File: src/rtl/dma_busreq_pkg.sv
package dma_busreq_pkg;

    typedef enum logic [1:0] {
        MODE_BYTE     = 2'b00,
        MODE_BURST    = 2'b01,
        MODE_CONT     = 2'b10,
        MODE_CONT_ALT = 2'b11
    } xfer_mode_e;

    typedef enum logic [1:0] {
        ST_IDLE,
        ST_REQ,
        ST_OWN,
        ST_REL
    } bus_state_e;

    typedef struct packed {
        logic byte_done;
        logic ready_lost;
        logic match_stop;
        logic eob_stop;
    } stop_cause_t;

    function automatic logic is_byte_mode(xfer_mode_e m);
        return m == MODE_BYTE;
    endfunction

    function automatic logic holds_on_unready(xfer_mode_e m);
        return m[1];
    endfunction

endpackage

File: src/rtl/dma_blk_counter.sv
module dma_blk_counter #(
    parameter int LEN_W = 16
) (
    input  logic             clk,
    input  logic             rst,
    input  logic             load,
    input  logic [LEN_W-1:0] load_val,
    input  logic             step,
    output logic             at_one
);
    localparam logic [LEN_W-1:0] ONE = LEN_W'(1);

    logic [LEN_W-1:0] remaining;

    always_ff @(posedge clk) begin
        if (rst) begin
            remaining <= '0;
        end else if (load) begin
            remaining <= load_val;
        end else if (step && remaining != '0) begin
            remaining <= remaining - ONE;
        end
    end

    assign at_one = (remaining == ONE);
endmodule

File: src/rtl/dma_irq_latch.sv
module dma_irq_latch (
    input  logic clk,
    input  logic rst,
    input  logic stop_irq,
    input  logic reti,
    input  logic stb,
    input  logic at_one,
    input  logic match_hit,
    input  logic flag_clr,
    output logic in_service,
    output logic eob_flag,
    output logic match_flag
);
    always_ff @(posedge clk) begin
        if (rst) begin
            in_service <= 1'b0;
            eob_flag   <= 1'b0;
            match_flag <= 1'b0;
        end else begin
            if (stop_irq)
                in_service <= 1'b1;
            else if (reti)
                in_service <= 1'b0;

            if (stb && at_one)
                eob_flag <= 1'b1;
            else if (flag_clr)
                eob_flag <= 1'b0;

            if (stb && match_hit)
                match_flag <= 1'b1;
            else if (flag_clr)
                match_flag <= 1'b0;
        end
    end
endmodule

File: src/rtl/dma_bus_fsm.sv
module dma_bus_fsm
    import dma_busreq_pkg::*;
(
    input  logic       clk,
    input  logic       rst,
    input  logic       chan_en,
    input  xfer_mode_e mode,
    input  logic       ready,
    input  logic       stop_on_match,
    input  logic       stop_on_eob,
    input  logic       match_hit,
    input  logic       at_one,
    input  logic       in_service,
    input  logic       bus_ack_n,
    output logic       bus_req_n,
    output logic       xfer_stb,
    output logic       stop_irq,
    output logic       own
);
    bus_state_e  state, state_nx;
    stop_cause_t cause;
    logic        stop;

    always_comb begin
        own      = (state == ST_OWN);
        xfer_stb = own && !bus_ack_n && ready;

        cause.byte_done  = xfer_stb && is_byte_mode(mode);
        cause.ready_lost = own && !ready && !holds_on_unready(mode);
        cause.match_stop = xfer_stb && match_hit && stop_on_match && !is_byte_mode(mode);
        cause.eob_stop   = xfer_stb && at_one && stop_on_eob;

        stop     = |cause;
        stop_irq = cause.match_stop || cause.eob_stop;
    end

    always_comb begin
        state_nx = state;
        case (state)
            ST_IDLE: if (chan_en && ready && !in_service && bus_ack_n) state_nx = ST_REQ;
            ST_REQ:  if (!bus_ack_n) state_nx = ST_OWN;
            ST_OWN:  if (stop) state_nx = ST_REL;
            ST_REL:  if (bus_ack_n) state_nx = ST_IDLE;
            default: state_nx = ST_IDLE;
        endcase
    end

    always_ff @(posedge clk) begin
        if (rst)
            state <= ST_IDLE;
        else
            state <= state_nx;
    end

    assign bus_req_n = !(state == ST_REQ || state == ST_OWN);
endmodule

File: src/rtl/dma_busreq_ctrl.sv
module dma_busreq_ctrl
    import dma_busreq_pkg::*;
#(
    parameter int LEN_W = 16
) (
    input  logic             clk,
    input  logic             rst,
    input  logic             chan_en,
    input  logic [1:0]       mode,
    input  logic             stop_on_match,
    input  logic             stop_on_eob,
    input  logic             dev_ready,
    input  logic             force_ready,
    input  logic             match_hit,
    input  logic [LEN_W-1:0] blk_len,
    input  logic             blk_load,
    input  logic             flag_clr,
    input  logic             reti,
    input  logic             bus_ack_n,
    output logic             bus_req_n,
    output logic             xfer_stb,
    output logic             eob_flag,
    output logic             match_flag,
    output logic             irq
);
    logic ready;
    logic at_one;
    logic stop_irq;
    logic own_bus;

    assign ready = dev_ready || force_ready;

    dma_blk_counter #(.LEN_W(LEN_W)) u_cnt (
        .clk      (clk),
        .rst      (rst),
        .load     (blk_load),
        .load_val (blk_len),
        .step     (xfer_stb),
        .at_one   (at_one)
    );

    dma_bus_fsm u_fsm (
        .clk           (clk),
        .rst           (rst),
        .chan_en       (chan_en),
        .mode          (xfer_mode_e'(mode)),
        .ready         (ready),
        .stop_on_match (stop_on_match),
        .stop_on_eob   (stop_on_eob),
        .match_hit     (match_hit),
        .at_one        (at_one),
        .in_service    (irq),
        .bus_ack_n     (bus_ack_n),
        .bus_req_n     (bus_req_n),
        .xfer_stb      (xfer_stb),
        .stop_irq      (stop_irq),
        .own           (own_bus)
    );

    dma_irq_latch u_irq (
        .clk        (clk),
        .rst        (rst),
        .stop_irq   (stop_irq),
        .reti       (reti),
        .stb        (xfer_stb),
        .at_one     (at_one),
        .match_hit  (match_hit),
        .flag_clr   (flag_clr),
        .in_service (irq),
        .eob_flag   (eob_flag),
        .match_flag (match_flag)
    );
endmodule

File: config.mk
export PLATFORM = sky130hd
export DESIGN_NAME = dma_busreq_ctrl
export DESIGN_NICKNAME = d
export VERILOG_FILES = /design/src/rtl/dma_busreq_pkg.sv /design/src/rtl/dma_blk_counter.sv /design/src/rtl/dma_irq_latch.sv /design/src/rtl/dma_bus_fsm.sv /design/src/rtl/dma_busreq_ctrl.sv
export SDC_FILE = /design/constraint.sdc
export NUM_CORES = 1
export LEC_CHECK = 0
export BUFFER_PORTS_ARGS = -buffer_cell sky130_fd_sc_hd__buf_2
export CAP_MARGIN = 5
export CORE_ASPECT_RATIO = 1.2
export CORE_MARGIN = 3
export CORE_UTILIZATION = 40
export CTS_CLUSTER_SIZE = 30
export DETAILED_ROUTE_END_ITERATION = 10
export HOLD_SLACK_MARGIN = 0.08
export PLACE_DENSITY = 0.63
export SLEW_MARGIN = 10
export SYNTH_ARGS = -nofsm -noshare
export SYNTH_HDL_FRONTEND = slang
export SYNTH_HIERARCHICAL = 1
export SYNTH_SLANG_ARGS = --single-unit
File: constraint.sdc
create_clock -name clk -period 4.2 [get_ports clk]
set_input_delay 0.84 -clock clk [delete_from_list [all_inputs] [get_ports clk]]
set_output_delay 0.84 -clock clk [all_outputs]
set_load 0.1 [all_outputs]
==> results of run 1 <==
[placed cells by master (no fill, tap or decap), types with 4 or more instances in the layout]
cell,n
a2111oi_0,4
a211oi_1,4
a21oi_1,7
a311oi_1,8
buf_2,34
dfxtp_1,21
ha_1,6
inv_1,11
nand2_1,11
nand2b_1,7
nor2_1,21
nor3_1,5
[how the worst min path moves through the flow]
stage / cells after the start / end / startpoint / slack, ps
final: 2 / u_irq/eob_flag / u_irq/eob_flag / 490
after CTS: 2 / u_irq/in_service / u_irq/in_service / 490
after detailed placement: 2 / u_irq/in_service / u_irq/in_service / 470
after floorplan: 2 / u_fsm/state[1] / u_fsm/state[1] / 480
after global placement: 2 / u_irq/eob_flag / u_irq/eob_flag / 460
after global routing: 2 / u_irq/match_flag / u_irq/match_flag / 520
[power by group through the flow]
stage	clock [mW]	combinational, mW	sequential [mW]
final	0.100	0.140	0.232
after global routing	0.112	0.156	0.235
after CTS	0.103	0.140	0.232
after detailed placement	0	0.140	0.236
after global placement	0	0.136	0.236
after floorplan	0	0.106	0.233
[metal layers]
metal / wire length (µm) / part of all wire (%)
met3: 149 / 4.9
met1: 1470 / 48
met5: 0 / 0
met2: 1394 / 45
met4: 55 / 1.8
[worst reg2reg max path, stage by stage (launching register included)]
cell	delay (ps)
dfxtp_1	360
inv_1	110
ha_1	210
nand2_1	100
nor2_2	360
or4bb_1	530
or4b_4	560
or4_1	410
a311oi_1	310
[kinds of logic after synthesis]
kind of cell | after synthesis | share of synthesized area, %
compound gates | 43 | 25.09
xor+xnor | 2 | 1.297
fa+ha+maj | 6 | 5.555
buf+inv | 17 | 4.814
flops | 21 | 31.11
mux | 2 | 1.482
simple gates | 72 | 30.65
[layout make-up]
class	instances	area [µm²]	area share, %
Clock buffer	4	26.28	1.672
Tap cell	36	45.04	2.866
Sequential cell	21	420.4	26.75
Inverter	11	41.29	2.627
Timing Repair Buffer	34	170.2	10.83
Multi-Input combinational cell	125	868.3	55.25
[registers in the layout, indices dropped and copies added, names as in the netlist]
name / flops
u_cnt/remaining: 16
u_fsm/state: 2
u_irq/eob_flag: 1
u_irq/in_service: 1
u_irq/match_flag: 1
[through the flow]
step	util, %	setup WS (ps)	cell area (µm²)	instances	hold WS (ps)
5_1_grt	50.08	981.8	1572	231	515.7
6_report	50.08	1107	1572	231	492.3
2_1_floorplan	-	251.1	1354	163	484.0
4_1_cts	50.08	1110	1572	231	493.0
3_3_place_gp	49.24	934.8	1545	227	460.0
3_5_place_dp	49.24	782.4	1545	227	474.7
==> reports/qor.txt, run 1 <==
Status - finished clean
CORE AREA - 0.003138 mm²
Worst r2r src - u_fsm/state[0]
Clock transition at the registers of the reported paths - 120 ps
Capture point of the worst path - u_cnt/remaining[14]
Net Sw Frac - 35.62%
Fin crit period - 3093 ps
Overflow after GRT - 0
Psw - 0.1681 mW
Post-CTS Setup Inserts - 0
Post-synth EDFFs - 0
WP buf/inv - 1
GR peak layer - met2
Largest net degree at the start of global routing - 25
Total wire length - 3070 µm
# Max-Cap Violations - 0
FF-to-FF setup slack - 1160 ps
Crit share post-route - 73.64%
Clock latency on the worst-skew pair - 310 ps
Setup crit end kind - flip-flop
RSZ-0062 raised after global routing - false
Worst R2R Path Depth - 8
Logic pwr share - 29.6%
Row cnt - 22
Die Ht - 69.67 µm
Leak Pwr - 0.6065 nW
Pwr Total - 0.4720 mW
Ys async rst share - 0%
Top cells by count, synth - 22 x nor2_1, 21 x dfxtp_1, 11 x inv_1, 11 x nand2_1, 8 x a311oi_1
Max clock buf depth - 2
Root Buffer Master - clkbuf_4
Die area - 0.004115 mm²
Yosys cell types - 50
Yosys top cell area share - 31.11%
Vias in the first global route - 1252
Die width - 59.06 µm
Post-DP HPWL - 2351 µm
Final hold violation count - 0
IO Pins - 35
Setup Viol. Count Final - 0
Min-delay worst type - flip-flop to flip-flop
Yosys reg bits - 21
Crit Path Max Fanout - 13
Synth area leaders - dfxtp_1 31%, nor2_1 6.1%, ha_1 5.6%
Final net count - 232
CTS tree - yes
Mapped Cells - 163
Critical Path, Cell by Cell - buf_2 > or2_1 > nand2_1 > nor2_2 > or4bb_1 > or4b_4 > or4_1 > a311oi_1
Initial antenna violation count - 0
Input/output buffers - 34
Top cell type by total area after synthesis - dfxtp_1
Vias - 1317
Register area share after synthesis - 31.11%
Routed Antenna Nets - 0
Crit path max-delay family - simple AND/OR/NAND/NOR gates
Layout cells sized above 1 - 24.62%
Via density - 5.701
DRT Pass-1 Iters - 4
Post-Syn Area - 0.001351 mm²
M2 GR Usage - 25.18%
Post-cts repair resize count - 0
Ys Warns - 6
CP Class - primary input to flip-flop
Gpl congestion - 0.8541
Pwr Density - 300.3 mW/mm²
Hold-fix buffers, CTS - 0
Initial DRC Count - 41
Max VDD drop - 0.2490 mV
Total track usage - 15.86%
Max transition margin - 54.84%
DRC viols - 0
Ant diodes - 0
Element type at the critical path start - primary input
CP Data Required Time - 4420 ps
Starting Density - 43.06%
RR Endpoint - u_cnt/remaining[14]
Syn_nets - 199
Clock sinks - 21
Stages on worst setup path - 8
DR WL/cell - 13.29 µm
Fill count - 319
Pint - 0.3038 mW
Num CTS Buffers - 3
Clock skew - 6.391 ps
Clk pwr share - 21.2%
Max stage delay on crit path - 560 ps
Setup tns final - 0 ps
CP max-delay cell - or4b_4
First-pass GRT wire length - 5216 µm
Prevailing post-synth register cell - dfxtp_1
Synth-to-layout area growth - 16.30%
Met1 Usage GRT - 20.41%
Most frequent cell after synthesis - nor2_1
H-tree levels - 1
Sequential share of power - 49.2%
Slew Viols, Final - 0
Critical path origin - force_ready
Crit path DAT - 3310 ps
GRT met3 Usage - 2.980%
Mean post-synth cell area - 8.290 µm²
Fmax - 323.3 MHz
Worst Max-Slew Pin Slew - 675.9 ps
Note: power is estimated with default switching activity, not from simulation.
==> inputs of run 2 (changes only) <==
--- a/config.mk
+++ b/config.mk
@@ -5,6 +5,7 @@
 export SDC_FILE = /design/constraint.sdc
 export NUM_CORES = 1
 export LEC_CHECK = 0
+export ABC_AREA = 1
 export BUFFER_PORTS_ARGS = -buffer_cell sky130_fd_sc_hd__buf_2
 export CAP_MARGIN = 5
 export CORE_ASPECT_RATIO = 1.2
@@ -13,7 +14,7 @@
 export CTS_CLUSTER_SIZE = 30
 export DETAILED_ROUTE_END_ITERATION = 10
 export HOLD_SLACK_MARGIN = 0.08
-export PLACE_DENSITY = 0.63
+export PLACE_DENSITY = 0.62
 export SLEW_MARGIN = 10
 export SYNTH_ARGS = -nofsm -noshare
 export SYNTH_HDL_FRONTEND = slang
==> constraint.sdc (replaced) <==
create_clock -name clk -period 2.9 [get_ports clk]
set_input_delay 0.58 -clock clk [delete_from_list [all_inputs] [get_ports clk]]
set_output_delay 0.58 -clock clk [all_outputs]
set_load 0.1 [all_outputs]
==> run 2 against run 1 <==
  * Worst setup slack worse by 410 ps
  * Sequential share of layout area is 4.6 points lower
  * Synthesized cell count is 69% higher
  * Sequential power is 55% higher
  * Count of clock-buffer cells in the layout is 1 lower
  * Largest power group is now combinational logic
==> reports/qor.txt, run 2 <==
Top cells by count, synth - 84 x nand2_1, 37 x nor2_1, 36 x inv_1
Commonest non-fill, non-tap cell in the layout - nand2_1
Prevailing post-synth register cell - dfxtp_1
Row cnt - 24
CP Class - flip-flop to output pin
# Max-Cap Violations - 0
DRT Pass-1 Iters - 5
Starting Density - 43.49%
Yosys top cell area share - 25.55%
Total track usage - 16.63%
Slew Viols, Final - 0
IO Pins - 35
Register area - 420.4 µm²
XOR/XNOR share of the synthesized area - 0.5323%
Crit share post-route - 75.99%
Num CTS Buffers - 3
Max VDD drop - 0.5392 mV
Crit Path Max Fanout - 8
First-pass GRT wire length - 6775 µm
Gpl congestion - 0.7933
Fill count - 424
Commonest cells after routing, fill and taps aside - 84 x nand2_1, 37 x nor2_1, 36 x inv_1
Final net count - 345
Max clock buf depth - 2
Vias - 1688
CORE AREA - 0.003784 mm²
Die width - 64.55 µm
Worst Max-Slew Pin Slew - 489.7 ps
Fmax - 453.8 MHz
CTS tree - yes
Ys async rst share - 0%
Top reg by flops - u_cnt/remaining
Adder-cell share of the synthesized area - 4.563%
Max stage delay on crit path - 440 ps
CP Data Required Time - 2320 ps
Element type at the critical path start - flip-flop
Clock transition at the registers of the reported paths - 80 ps
Die area - 0.004922 mm²
DRC viols - 0
Hold-fix buffers, CTS - 0
Layout cells sized above 1 - 18.83%
Simple-Gate Fraction of Synth Area - 48.44%
Post-synth EDFFs - 0
Total wire length - 3912 µm
Yosys reg bits - 21
Critical Path, Cell by Cell - inv_1 > ha_1 > nand2_1 > nor2_2 > buf_4 > buf_2
Clock latency on the worst-skew pair - 260 ps
Clock skew - 1.689 ps
Leak Pwr - 1.004 nW
Vias in the first global route - 1553
Initial antenna violation count - 0
Ant diodes - 0
Die Ht - 76.26 µm
Main combinational cell family by area after synthesis - simple AND/OR/NAND/NOR gates
Overflow after GRT - 0
WHS - 464.3 ps
Setup crit end kind - output pin
CP max-delay cell - buf_2
Mux share of post-synthesis cell area - 0%
Final hold violation count - 0
Initial DRC Count - 68
Post-Syn Area - 0.001645 mm²
Post-cts repair resize count - 0
Largest net degree at the start of global routing - 20
Most frequent cell after synthesis - nand2_1
Register area share after synthesis - 25.55%
Post-DP HPWL - 3006 µm
Setup Viol. Count Final - 0
Largest regs - u_cnt/remaining: 16 flops, u_fsm/state: 2 flops
Setup tns final - 0 ps
RSZ-0062 raised after global routing - false
Mapped Cells - 275
Top cell type by total area after synthesis - dfxtp_1
Min-delay worst type - flip-flop to flip-flop
Largest register FFs - 16
Syn_nets - 311
Compound-Gate Fraction of Synth Area - 9.810%
Routed Antenna Nets - 0
Status - finished clean
Multi-input logic area - 0.001042 mm²
Crit path DAT - 1620 ps
DR WL/cell - 10.87 µm
Via density - 4.689
Input/output buffers - 34
Mean post-synth cell area - 5.983 µm²
Yosys cell types - 24
Synth-to-layout area growth - 15.36%
Max transition margin - 67.58%
Root Buffer Master - clkbuf_8
Synth area leaders - dfxtp_1 26%, nand2_1 19%, nor2_1 8.4%
Ys Warns - 6
H-tree levels - 1
Post-CTS Setup Inserts - 0
Pwr Density - 559.1 mW/mm²
Clock sinks - 21
Fin crit period - 2204 ps
run 2: metal layers:
layer / global-route usage (%) / vias up / part of all wire (%)
li1: - / 924 / -
met3: 2.360 / 2 / 4.3
met1: 21.94 / 736 / 47
met2: 28.00 / 26 / 48
met4: 4.440 / 0 / 0.56
met5: 0 / - / 0
run 2: logic make-up after synthesis:
logic type / Yosys count
AND/OR/NAND/NOR: 172
buffers and inverters: 44
AO/OA/AOI/OAI: 31
flip-flops: 21
adder cells (fa/ha/maj): 6
XOR/XNOR: 1
run 2: worst max-delay path, delay by kind of cell, from the launching register on:
kind / cells / cell delay (ps)
buffers and inverters: 3 / 690
DFF: 1 / 340
adders and majority gates: 1 / 190
and+or+nand+nor: 2 / 140
run 2: worst paths after layout:
| check | from | to | slack, ps | cells past startpoint |
|---|---|---|---|---|
| setup / recovery | u_fsm/state[0] | xfer_stb | 700 | 6 |
| setup reg to reg | u_cnt/remaining[0] | u_cnt/remaining[6] | 1000 | 9 |
| hold / removal | u_irq/eob_flag | u_irq/eob_flag | 460 | 2 |
| hold reg to reg | u_irq/eob_flag | u_irq/eob_flag | 460 | 2 |
run 2: area by class of cell:
type                    instances  share of cell area (%)
flip-flops and latches         21                   22.15
inverters                      37                   7.317
clock buffers                   3                   2.175
well taps                      52                   3.428
repair buffers                 36                   9.756
multi-input cells             210                   54.91
clock inverters                 1                  0.2637
run 2: metrics by stage:
step / utilization, % / setup WS (ps) / total power, mW / cell area (µm²) / instances
finish: 50.17 / 696.2 / 1.061 / 1898 / 360
global route: 50.17 / 601.3 / 1.154 / 1898 / 360
CTS: 50.17 / 684.9 / 1.072 / 1898 / 360
detailed placement: 48.94 / 793.8 / 0.8729 / 1852 / 356
global placement: 48.94 / 796.0 / 0.8696 / 1852 / 356
floorplan: - / 532.1 / 0.7785 / 1645 / 275
run 2: power breakdown:
part	switching, mW	leakage, nW	internal, mW
registers	0.0378	0.173	0.321
logic	0.344	0.806	0.162
clock network	0.101	0.0255	0.0958
